[src/rtl/dlr_pkg.sv]
package dlr_pkg;
    typedef enum logic [1:0] {
        LS_INV   = 2'd0,
        LS_CLEAN = 2'd1,
        LS_DIRTY = 2'd2
    } line_st_e;

    typedef enum logic [1:0] {
        CS_IDLE   = 2'd0,
        CS_DECIDE = 2'd1,
        CS_FLUSH  = 2'd2
    } ctl_st_e;
endpackage

[src/rtl/dlr_addr_split.sv]
module dlr_addr_split #(
    parameter int ADDR_W = 12,
    parameter int IDX_W  = 3
) (
    input  logic [ADDR_W-1:0]       addr,
    output logic [IDX_W-1:0]        idx,
    output logic [ADDR_W-IDX_W-1:0] tag
);
    assign idx = addr[IDX_W-1:0];
    assign tag = addr[ADDR_W-1:IDX_W];
endmodule

[src/rtl/dlr_line_array.sv]
module dlr_line_array #(
    parameter int IDX_W  = 3,
    parameter int TAG_W  = 9,
    parameter int DATA_W = 16
) (
    input  logic                clk,
    input  logic                rst_n,
    input  logic [IDX_W-1:0]    rd_idx,
    output dlr_pkg::line_st_e   rd_st,
    output logic [TAG_W-1:0]    rd_tag,
    output logic [DATA_W-1:0]   rd_data,
    input  logic                wr_en,
    input  logic [IDX_W-1:0]    wr_idx,
    input  dlr_pkg::line_st_e   wr_st,
    input  logic [TAG_W-1:0]    wr_tag,
    input  logic [DATA_W-1:0]   wr_data
);
    localparam int NLINES = 1 << IDX_W;

    dlr_pkg::line_st_e  st_q   [NLINES];
    logic [TAG_W-1:0]   tag_q  [NLINES];
    logic [DATA_W-1:0]  data_q [NLINES];

    // State bits need reset; tag and payload are qualified by the state.
    always_ff @(posedge clk or negedge rst_n) begin
        if (!rst_n) begin
            for (int i = 0; i < NLINES; i++) begin
                st_q[i] <= dlr_pkg::LS_INV;
            end
        end else if (wr_en) begin
            st_q[wr_idx] <= wr_st;
        end
    end

    always_ff @(posedge clk) begin
        if (wr_en) begin
            tag_q[wr_idx]  <= wr_tag;
            data_q[wr_idx] <= wr_data;
        end
    end

    assign rd_st   = st_q[rd_idx];
    assign rd_tag  = tag_q[rd_idx];
    assign rd_data = data_q[rd_idx];
endmodule

[src/rtl/dirty_rsp_ctrl.sv]
module dirty_rsp_ctrl #(
    parameter int ADDR_W = 12,
    parameter int IDX_W  = 3,
    parameter int DATA_W = 16
) (
    input  logic              clk,
    input  logic              rst_n,
    input  logic              cfg_fast,
    input  logic              req_valid,
    output logic              req_ready,
    input  logic              req_wb,
    input  logic [ADDR_W-1:0] req_addr,
    input  logic [DATA_W-1:0] req_data,
    input  logic              req_udirty,
    input  logic              req_shareable,
    output logic              rsp_valid,
    output logic              rsp_hit,
    output logic              rsp_dirty,
    output logic [DATA_W-1:0] rsp_data,
    output logic              mem_valid,
    input  logic              mem_ready,
    output logic [ADDR_W-1:0] mem_addr,
    output logic [DATA_W-1:0] mem_data
);
    import dlr_pkg::*;

    localparam int TAG_W = ADDR_W - IDX_W;

    typedef struct packed {
        ctl_st_e           st;
        logic              wb;
        logic [ADDR_W-1:0] addr;
        logic [DATA_W-1:0] data;
        logic              udirty;
        logic              shr;
        logic              rv;
        logic              rh;
        logic              rd;
        logic [DATA_W-1:0] rdata;
    } ctl_regs_t;

    ctl_regs_t r_q, r_d;

    logic [IDX_W-1:0]  cur_idx;
    logic [TAG_W-1:0]  cur_tag;
    line_st_e          rd_st;
    logic [TAG_W-1:0]  rd_tag;
    logic [DATA_W-1:0] rd_data;
    logic              wr_en;
    line_st_e          wr_st;
    logic [DATA_W-1:0] wr_data;
    logic              hit;

    dlr_addr_split #(.ADDR_W(ADDR_W), .IDX_W(IDX_W)) i_split (
        .addr (r_q.addr),
        .idx  (cur_idx),
        .tag  (cur_tag)
    );

    dlr_line_array #(.IDX_W(IDX_W), .TAG_W(TAG_W), .DATA_W(DATA_W)) i_lines (
        .clk     (clk),
        .rst_n   (rst_n),
        .rd_idx  (cur_idx),
        .rd_st   (rd_st),
        .rd_tag  (rd_tag),
        .rd_data (rd_data),
        .wr_en   (wr_en),
        .wr_idx  (cur_idx),
        .wr_st   (wr_st),
        .wr_tag  (cur_tag),
        .wr_data (wr_data)
    );

    assign hit = (rd_st != LS_INV) && (rd_tag == cur_tag);

    always_comb begin
        r_d     = r_q;
        r_d.rv  = 1'b0;
        wr_en   = 1'b0;
        wr_st   = LS_INV;
        wr_data = r_q.data;
        unique case (r_q.st)
            CS_IDLE: begin
                if (req_valid) begin
                    r_d.st     = CS_DECIDE;
                    r_d.wb     = req_wb;
                    r_d.addr   = req_addr;
                    r_d.data   = req_data;
                    r_d.udirty = req_udirty;
                    r_d.shr    = req_shareable;
                end
            end
            CS_DECIDE: begin
                r_d.st = CS_IDLE;
                if (r_q.wb) begin
                    wr_en = 1'b1;
                    wr_st = r_q.udirty ? LS_DIRTY : LS_CLEAN;
                end else if (!hit) begin
                    r_d.rv    = 1'b1;
                    r_d.rh    = 1'b0;
                    r_d.rd    = 1'b0;
                    r_d.rdata = '0;
                end else if (rd_st == LS_CLEAN) begin
                    r_d.rv    = 1'b1;
                    r_d.rh    = 1'b1;
                    r_d.rd    = 1'b0;
                    r_d.rdata = rd_data;
                end else if (cfg_fast && !r_q.shr) begin
                    // hand the modified line upward and drop the local copy
                    r_d.rv    = 1'b1;
                    r_d.rh    = 1'b1;
                    r_d.rd    = 1'b1;
                    r_d.rdata = rd_data;
                    wr_en     = 1'b1;
                    wr_st     = LS_INV;
                    wr_data   = rd_data;
                end else begin
                    r_d.st   = CS_FLUSH;
                    r_d.data = rd_data;
                end
            end
            CS_FLUSH: begin
                if (mem_ready) begin
                    wr_en     = 1'b1;
                    wr_st     = LS_CLEAN;
                    r_d.st    = CS_IDLE;
                    r_d.rv    = 1'b1;
                    r_d.rh    = 1'b1;
                    r_d.rd    = 1'b0;
                    r_d.rdata = r_q.data;
                end
            end
            default: r_d.st = CS_IDLE;
        endcase
    end

    always_ff @(posedge clk or negedge rst_n) begin
        if (!rst_n) begin
            r_q <= '0;
        end else begin
            r_q <= r_d;
        end
    end

    assign req_ready = (r_q.st == CS_IDLE);
    assign mem_valid = (r_q.st == CS_FLUSH);
    assign mem_addr  = r_q.addr;
    assign mem_data  = r_q.data;
    assign rsp_valid = r_q.rv;
    assign rsp_hit   = r_q.rh;
    assign rsp_dirty = r_q.rd;
    assign rsp_data  = r_q.rdata;
endmodule

[config.mk]
export PLATFORM = sky130hd
export DESIGN_NAME = dirty_rsp_ctrl
export DESIGN_NICKNAME = d
export VERILOG_FILES = /design/src/rtl/dlr_pkg.sv /design/src/rtl/dlr_addr_split.sv /design/src/rtl/dlr_line_array.sv /design/src/rtl/dirty_rsp_ctrl.sv
export SDC_FILE = /design/constraint.sdc
export NUM_CORES = 1
export LEC_CHECK = 0
export BUFFER_PORTS_ARGS = -buffer_cell sky130_fd_sc_hd__buf_2
export CORE_MARGIN = 2
export CORE_UTILIZATION = 30
export DETAILED_ROUTE_END_ITERATION = 12
export GPL_TIMING_DRIVEN = 1
export SKIP_LAST_GASP = 1
export SYNTH_ARGS = -nofsm -noshare
export SYNTH_HDL_FRONTEND = slang
export SYNTH_HIERARCHICAL = 1
export SYNTH_SLANG_ARGS = --single-unit
[constraint.sdc]
create_clock -name clk -period 7.5 [get_ports clk]
set_input_delay 1.5 -clock clk [delete_from_list [all_inputs] [get_ports clk]]
set_output_delay 1.5 -clock clk [all_outputs]
set_load 0.005 [all_outputs]
==> results of run 1 <==
==> worst max-delay path, delay by kind of cell (launching register included) <==
family                    cells  cell delay, ns
buffers and inverters         1            0.38
DFF                           1            0.80
AOI/OAI and AO/OA             2            0.81
xor gates and xnor gates      1            0.17
muxes                         3            1.29
and+or+nand+nor               3            1.53
==> synthesized netlist by cell type, types with 5 or more instances <==
master    instances  area share
mux2_2           86       0.082
a22o_1           31       0.023
inv_1            11      0.0035
buf_1             6      0.0019
nand2_1           8      0.0025
mux2_4           17       0.022
buf_6            10      0.0095
buf_4            56       0.036
edfxtp_1        200        0.51
mux4_1           54        0.12
o21ai_0           5      0.0021
dfrtp_1          68        0.14
clkbuf_1          6      0.0019
xnor2_1           9      0.0067
==> path summary, 6_finish.rpt <==
path | start | to | slack, ns | cells past startpoint
min in group asynchronous | rst_n | mem_addr[3] | 0.81 | 1
max reg2reg | mem_addr[0] | i_lines/st_q[14] | 2.38 | 10
min | rsp_data[0] | rsp_data[0] | 0.50 | 1
min reg2reg | rsp_data[0] | rsp_data[0] | 0.50 | 1
max in group asynchronous | rst_n | mem_data[2] | 5.65 | 2
max | mem_addr[0] | i_lines/st_q[14] | 2.38 | 10
==> flip-flops by register name (all words and copies together) (netlist names) <==
name / flops
i_lines/data_q: 128
i_lines/st_q: 16
i_lines/tag_q: 72
mem_addr: 12
mem_data: 16
r_q: 5
rsp_data: 16
rsp_dirty: 1
rsp_hit: 1
rsp_valid: 1
==> final cells by class <==
cell class / instances / area [um^2]
fill: 3710 / 25400
sequential: 268 / 7710
multi-input combinational: 253 / 3500
clock buffer: 41 / 768
tap: 518 / 648
timing repair buffer: 96 / 513
clock inverter: 8 / 141
inverter: 11 / 41.3
==> placed cells by master, fill, tap and decap left out, types with 4 or more instances in the layout <==
| cell type | n |
|---|---|
| edfxtp_1 | 200 |
| mux2_2 | 86 |
| buf_2 | 83 |
| dfrtp_1 | 66 |
| mux4_1 | 54 |
| a22o_1 | 31 |
| clkbuf_16 | 27 |
| mux2_4 | 17 |
| buf_4 | 13 |
| inv_1 | 11 |
| clkbuf_1 | 10 |
| xnor2_1 | 9 |
| nand2_1 | 8 |
| o21ai_0 | 5 |
| clkbuf_8 | 4 |
| bufinv_16 | 4 |
==> metrics by stage <==
step / total power (uW) / setup WS (ns)
finish: 4870 / 2.38
global route: 5140 / 1.99
CTS: 4950 / 2.35
detailed placement: 3560 / 2.39
global placement: 3520 / 2.53
floorplan: 3270 / 1.25
==> routing by layer <==
metal	vias to the layer above	track usage	wire, um
met5	-	0	0
li1	2531	-	-
met4	0	0.0250	393
met1	2921	0.160	11200
met3	28	0.0169	830
met2	115	0.200	11800
==> power groups by stage <==
stage / Clock [uW] / Combinational, uW / Sequential, uW
floorplan: 0 / 1270 / 2000
CTS: 1420 / 1420 / 2120
finish: 1380 / 1390 / 2110
global placement: 0 / 1390 / 2140
detailed placement: 0 / 1410 / 2150
global route: 1480 / 1510 / 2140
==> kinds of logic (layout without fill, tap and decap cells) <==
kind of cell | count (synthesis) | after routing | share of synthesized area
buf+inv | 92 | 156 | 0.0536
flops | 268 | 268 | 0.652
mux | 162 | 162 | 0.228
compound gates | 46 | 46 | 0.0357
xor+xnor | 9 | 9 | 0.00667
fa+ha+maj | 3 | 3 | 0.00317
simple gates | 33 | 33 | 0.0211
==> results.py, run 1 <==
metrics = {
    "logic_synthesis": {
        "syn_avg_cell_area_um2": 19.3,
        "synth_cell_types": 45,
        "synth_area_mm2": 0.0118,
        "synth-async-reset-ratio": 0.254,
        "ys.flop_type": "edfxtp_1",
        "yosysSeqAreaShare": 0.652,
        "synth_fp_nets": 652,
        "synthCells": 613,
        "synth_edf_count": 200,
        "synth_seq_cells": 268,
        "yosysWarningCount": 6,
    },
    "worst_setup_path": {
        "critical_path_arrival_ns": 5.53,
        "crit_fanout": 25,
        "critPathMostFrequentCell": "mux2_2",
        "critPathLaunchType": "flip-flop",
        "path_class": "flip-flop to flip-flop",
        "cpPeakStageDelay_ns": 0.93,
        "cp_cell_sequence": "mux4_1 -> mux2_2 -> xnor2_1 -> nand4_1 -> nor2_4 -> a41oi_1 -> o21ai_0 -> nor4b_4 -> buf_4 -> mux2_2",
        "cp.required_ns": 7.90,
        "cpMaxStageDelayCell": "nor4b_4",
        "end_kind": "flip-flop",
    },
    "finish": {
        "syn_to_final_growth_pct": 12.7,
        "n_antenna_cell": 0,
        "drive_gt1_frac": 0.372,
        "layoutNonFillerInstCount": 1195,
        "fin_nets": 696,
        "fin_area_mm2": 0.0133,
        "utilization": 0.344,
    },
    "pwr": {
        "seq_power_share": 0.433,
        "sw_frac_of_total": 0.293,
        "p_per_area_mw_per_mm2": 366,
        "pwr-share-comb": 0.284,
        "internal_power_uw": 3450,
        "ir_worst_vdd_mv": 0.184,
        "p_sw_uw": 1430,
        "clkPwrFrac": 0.282,
        "p_leak_uw": 0.00504,
    },
    "sta": {
        "setup_tns_ns": 0,
        "setup_violations": 0,
        "period_share": 0.683,
        "max-slew-margin-rel": 0.253,
        "rsz0062_at_grt": "false",
        "finalMaxSlewViolations": 0,
        "tightestPinTransition_ns": 1.12,
        "holdWs_ns": 0.499,
        "hold_viol": 0,
        "period_needed_ns": 5.12,
        "fmax_mhz": 195,
        "fin_worst_skew_ns": 0.0224,
    },
    "floorplan": {
        "core_area_mm2": 0.0387,
        "die_y_um": 203,
        "initial_core_util": 0.305,
        "core.rowCount": 72,
        "dieWidth_um": 203,
        "ios": 85,
        "die-area_mm2": 0.0410,
    },
    "clock_network": {
        "cts.sinks": 268,
        "clk_latency_ns": 0.53,
        "cts_tree": "yes",
        "path_clk_slew_ns": 0.06,
        "cts_hold_buffers": 0,
        "cts_max_level": 1,
        "cts_buffer_depth": 3,
        "post_cts_buffers": 0,
        "cts-buffers-inserted": 27,
        "clockRootBuffer": "clkbuf_16",
        "cts-resized-gates": 0,
    },
    "routing": {
        "first_pass_iters": 4,
        "vias": 5595,
        "initialDrtViolationCount": 353,
        "wl_per_cell_um": 20.3,
        "wl_um": 24200,
        "drtAntennaViolNets": 0,
        "drc": 0,
        "via_per_inst": 4.68,
    },
    "placement": {
        "place.gp.congestion": 0.691,
        "dpl_cell_area_mm2": 0.0124,
        "portBuffers": 84,
        "dp.cells": 1146,
        "dpl.hpwl_um": 14800,
    },
    "global_route": {
        "grt_max_degree": 58,
        "grt_pass1_vias": 5930,
        "antenna_found_initial": 0,
        "overflow": 0,
        "grt_pass1_wl_um": 36800,
        "grt_usage": 0.118,
    },
    "flow_run": {
        "drv_cap": 0,
    },
    "run_status": {
        "status": "completed",
    },
    "hold_path": {
        "hold_class": "flip-flop to flip-flop",
    },
}
(Power assumes the default switching activity.)
==> inputs of run 2 (changes only) <==
--- a/config.mk
+++ b/config.mk
@@ -5,6 +5,7 @@
 export SDC_FILE = /design/constraint.sdc
 export NUM_CORES = 1
 export LEC_CHECK = 0
+export ABC_AREA = 1
 export BUFFER_PORTS_ARGS = -buffer_cell sky130_fd_sc_hd__buf_2
 export CORE_MARGIN = 2
 export CORE_UTILIZATION = 30
==> constraint.sdc (replaced) <==
create_clock -name clk -period 5.1 [get_ports clk]
set_input_delay 1.02 -clock clk [delete_from_list [all_inputs] [get_ports clk]]
set_output_delay 1.02 -clock clk [all_outputs]
set_load 0.005 [all_outputs]
==> run 2 against run 1 <==
Net effect:
- via count is 67% higher
- clock-buffer cell count shrank 5
- clock skew rose by 0.0016 ns
- routed wire length up 26%
- worst setup slack got worse by 1.3 ns
- global-route usage increased by 2.0 points
- hold slack worse by 0.033 ns
- critical endpoint is now i_lines/data_q[4][15]
- largest power group unchanged
==> results.py, run 2 <==
metrics = {
    "global_route": {
        "grt_pass1_vias": 9251,
        "grt_max_degree": 65,
        "grt_pass1_wl_um": 49200,
        "overflow": 0,
        "grt_usage": 0.138,
        "antenna_found_initial": 0,
    },
    "pwr": {
        "clkPwrFrac": 0.339,
        "internal_power_uw": 4460,
        "p_sw_uw": 2160,
        "sw_frac_of_total": 0.326,
        "seq_power_share": 0.437,
        "p_per_area_mw_per_mm2": 450,
        "p_leak_uw": 0.00729,
        "pwr-share-comb": 0.225,
        "ir_worst_vdd_mv": 0.260,
    },
    "logic_synthesis": {
        "muxShareOfSynthArea": 0,
        "synth-async-reset-ratio": 0.254,
        "synth_top_area_frac": 0.460,
        "synthTopCellsByCount": "nand2_1 (603), inv_1 (284), edfxtp_1 (200), nand3_1 (145), dfrtp_1 (68)",
        "synth_cell_types": 30,
        "yosys.area_share.simple": 0.245,
        "synth_area_mm2": 0.0131,
        "synth_top_area_cell": "edfxtp_1",
        "synth_top_family_by_area": "simple AND/OR/NAND/NOR gates",
        "ys.flop_type": "edfxtp_1",
        "synthCells": 1512,
        "synth_edf_count": 200,
        "synth_seq_cells": 268,
        "yosysWarningCount": 6,
        "synth_adder_area_share": 0.00287,
        "synth_fp_nets": 1551,
        "yosysSeqAreaShare": 0.590,
        "synth_compound_area_frac": 0.0175,
        "syn_avg_cell_area_um2": 8.64,
        "synth_area_leaders": "edfxtp_1 (46%), nand2_1 (17%), dfrtp_1 (13%)",
        "synth_most_common_cell": "nand2_1",
        "synthXorXnorAreaFrac": 0.00268,
    },
    "clock_network": {
        "clockRootBuffer": "clkbuf_16",
        "clk_latency_ns": 0.56,
        "post_cts_buffers": 0,
        "path_clk_slew_ns": 0.06,
        "cts_max_level": 1,
        "cts_tree": "yes",
        "cts.sinks": 268,
        "cts-resized-gates": 0,
        "cts_buffer_depth": 3,
        "cts-buffers-inserted": 29,
        "cts_hold_buffers": 0,
    },
    "sta": {
        "period_share": 0.784,
        "fmax_mhz": 250,
        "finalMaxSlewViolations": 0,
        "fin_worst_skew_ns": 0.0241,
        "tightestPinTransition_ns": 1.06,
        "setup_tns_ns": 0,
        "hold_viol": 0,
        "setup_violations": 0,
        "rsz0062_at_grt": "false",
        "max-slew-margin-rel": 0.288,
        "holdWs_ns": 0.466,
        "period_needed_ns": 4.00,
    },
    "finish": {
        "utilization": 0.341,
        "final_cell_mix": "nand2_1 (603), inv_1 (284), edfxtp_1 (200), nand3_1 (145), buf_2 (84)",
        "largest_reg_flops": 128,
        "layout_commonest_cell": "nand2_1",
        "largest_registers": "i_lines/data_q (128), i_lines/tag_q (72)",
        "fin_area_mm2": 0.0147,
        "fillCellCount": 4408,
        "syn_to_final_growth_pct": 12.4,
        "n_antenna_cell": 0,
        "top_register": "i_lines/data_q",
        "fin_nets": 1572,
        "drive_gt1_frac": 0.111,
    },
    "floorplan": {
        "core_area_mm2": 0.0431,
        "ios": 85,
        "dieWidth_um": 213,
        "die_y_um": 213,
        "die-area_mm2": 0.0453,
        "core.rowCount": 76,
        "initial_core_util": 0.303,
    },
    "worst_setup_path": {
        "critical_path_arrival_ns": 4.25,
        "critPathLaunch": "mem_addr[1]",
        "r2r_slack_ns": 1.10,
        "crit_path_end": "i_lines/data_q[4][15]",
        "rr_worst_depth": 16,
        "critPathLaunchType": "flip-flop",
        "path_class": "flip-flop to flip-flop",
        "cp.required_ns": 5.35,
        "crit_fanout": 31,
        "end_kind": "flip-flop",
        "reg2reg_to": "i_lines/data_q[4][15]",
        "r2r_start": "mem_addr[1]",
    },
    "routing": {
        "initialDrtViolationCount": 613,
        "drc": 0,
        "via_per_inst": 4.37,
        "first_pass_iters": 5,
        "vias": 9366,
        "wl_per_cell_um": 14.3,
        "wl_um": 30500,
        "drtAntennaViolNets": 0,
    },
    "placement": {
        "place.gp.congestion": 0.851,
        "dpl.hpwl_um": 20000,
        "portBuffers": 84,
        "dpl_cell_area_mm2": 0.0137,
    },
    "hold_path": {
        "hold_class": "flip-flop to flip-flop",
    },
    "run_status": {
        "status": "completed",
    },
    "flow_run": {
        "drv_cap": 0,
    },
}
run 2: cell types whose count changed in the layout (fill, tap and decap cells not counted), moves of 7 or more:
cell,change
nand4_1,+16
a22o_1,-31
inv_1,+273
mux2_4,-17
buf_4,+9
mux2_2,-86
o21ai_0,+33
nand2_1,+595
nor2_1,+8
nand3_1,+143
mux4_1,-54
clkbuf_1,-7
run 2: worst min-delay path by stage:
stage                     start     endpoint  slack (ns)  depth (start not counted)
floorplan           rsp_data[0]  rsp_data[0]        0.45                          2
global placement        rsp_hit      rsp_hit        0.46                          2
detailed placement      rsp_hit      rsp_hit        0.45                          2
CTS                     rsp_hit      rsp_hit        0.47                          2
global route            rsp_hit      rsp_hit        0.50                          2
finish                  rsp_hit      rsp_hit        0.47                          2
run 2: metrics by stage:
stage,std cells,power (uW),worst slack (ns)
after floorplan,1512,4040,0.500
after global placement,2087,4420,1.20
after detailed placement,2087,4440,1.11
after CTS,2141,6700,1.08
after global routing,2141,7000,0.733
final,2141,6610,1.10
run 2: metal layers:
metal	GRT usage	routed length, um	vias up
met3	0.0187	1210	61
met1	0.175	13400	4471
met2	0.237	14900	178
met5	0	0	-
met4	0.0547	997	0
li1	-	-	4656
run 2: power by group through the flow:
stage / logic [uW] / clock network (uW) / registers (uW)
global placement: 1480 / 0 / 2930
detailed placement: 1500 / 0 / 2940
global route: 1700 / 2390 / 2920
finish: 1490 / 2240 / 2890
CTS: 1510 / 2290 / 2890
floorplan: 1260 / 0 / 2770
run 2: worst max-delay path, cell delays in order (launching register included):
cell,delay (ns)
dfrtp_2,0.85
inv_2,0.36
buf_4,0.34
nand3_1,0.11
nand2_1,0.05
nand2_1,0.05
nand2_1,0.08
xnor2_1,0.15
nand2_1,0.10
nor2_2,0.25
nand3_1,0.11
a31oi_1,0.23
inv_1,0.07
nor2_1,0.20
nand2_1,0.15
inv_1,0.33
buf_12,0.23
run 2: cell families (layout without fill, tap and decap cells):
| family | after synthesis | after routing |
|---|---|---|
| DFF | 268 | 268 |
| xor gates and xnor gates | 4 | 4 |
| and+or+nand+nor | 786 | 786 |
| AOI/OAI and AO/OA | 44 | 44 |
| adders and majority gates | 3 | 3 |
| buffers and inverters | 407 | 451 |
run 2: layout make-up:
| type | instances | area, um^2 | share of cell area |
|---|---|---|---|
| tap | 585 | 732 | 0.0498 |
| timing repair buffer | 107 | 606 | 0.0412 |
| inverter | 290 | 1090 | 0.0743 |
| clock inverter | 18 | 239 | 0.0163 |
| sequential | 268 | 7710 | 0.525 |
| clock buffer | 36 | 792 | 0.0539 |
| multi-input combinational | 837 | 3510 | 0.239 |
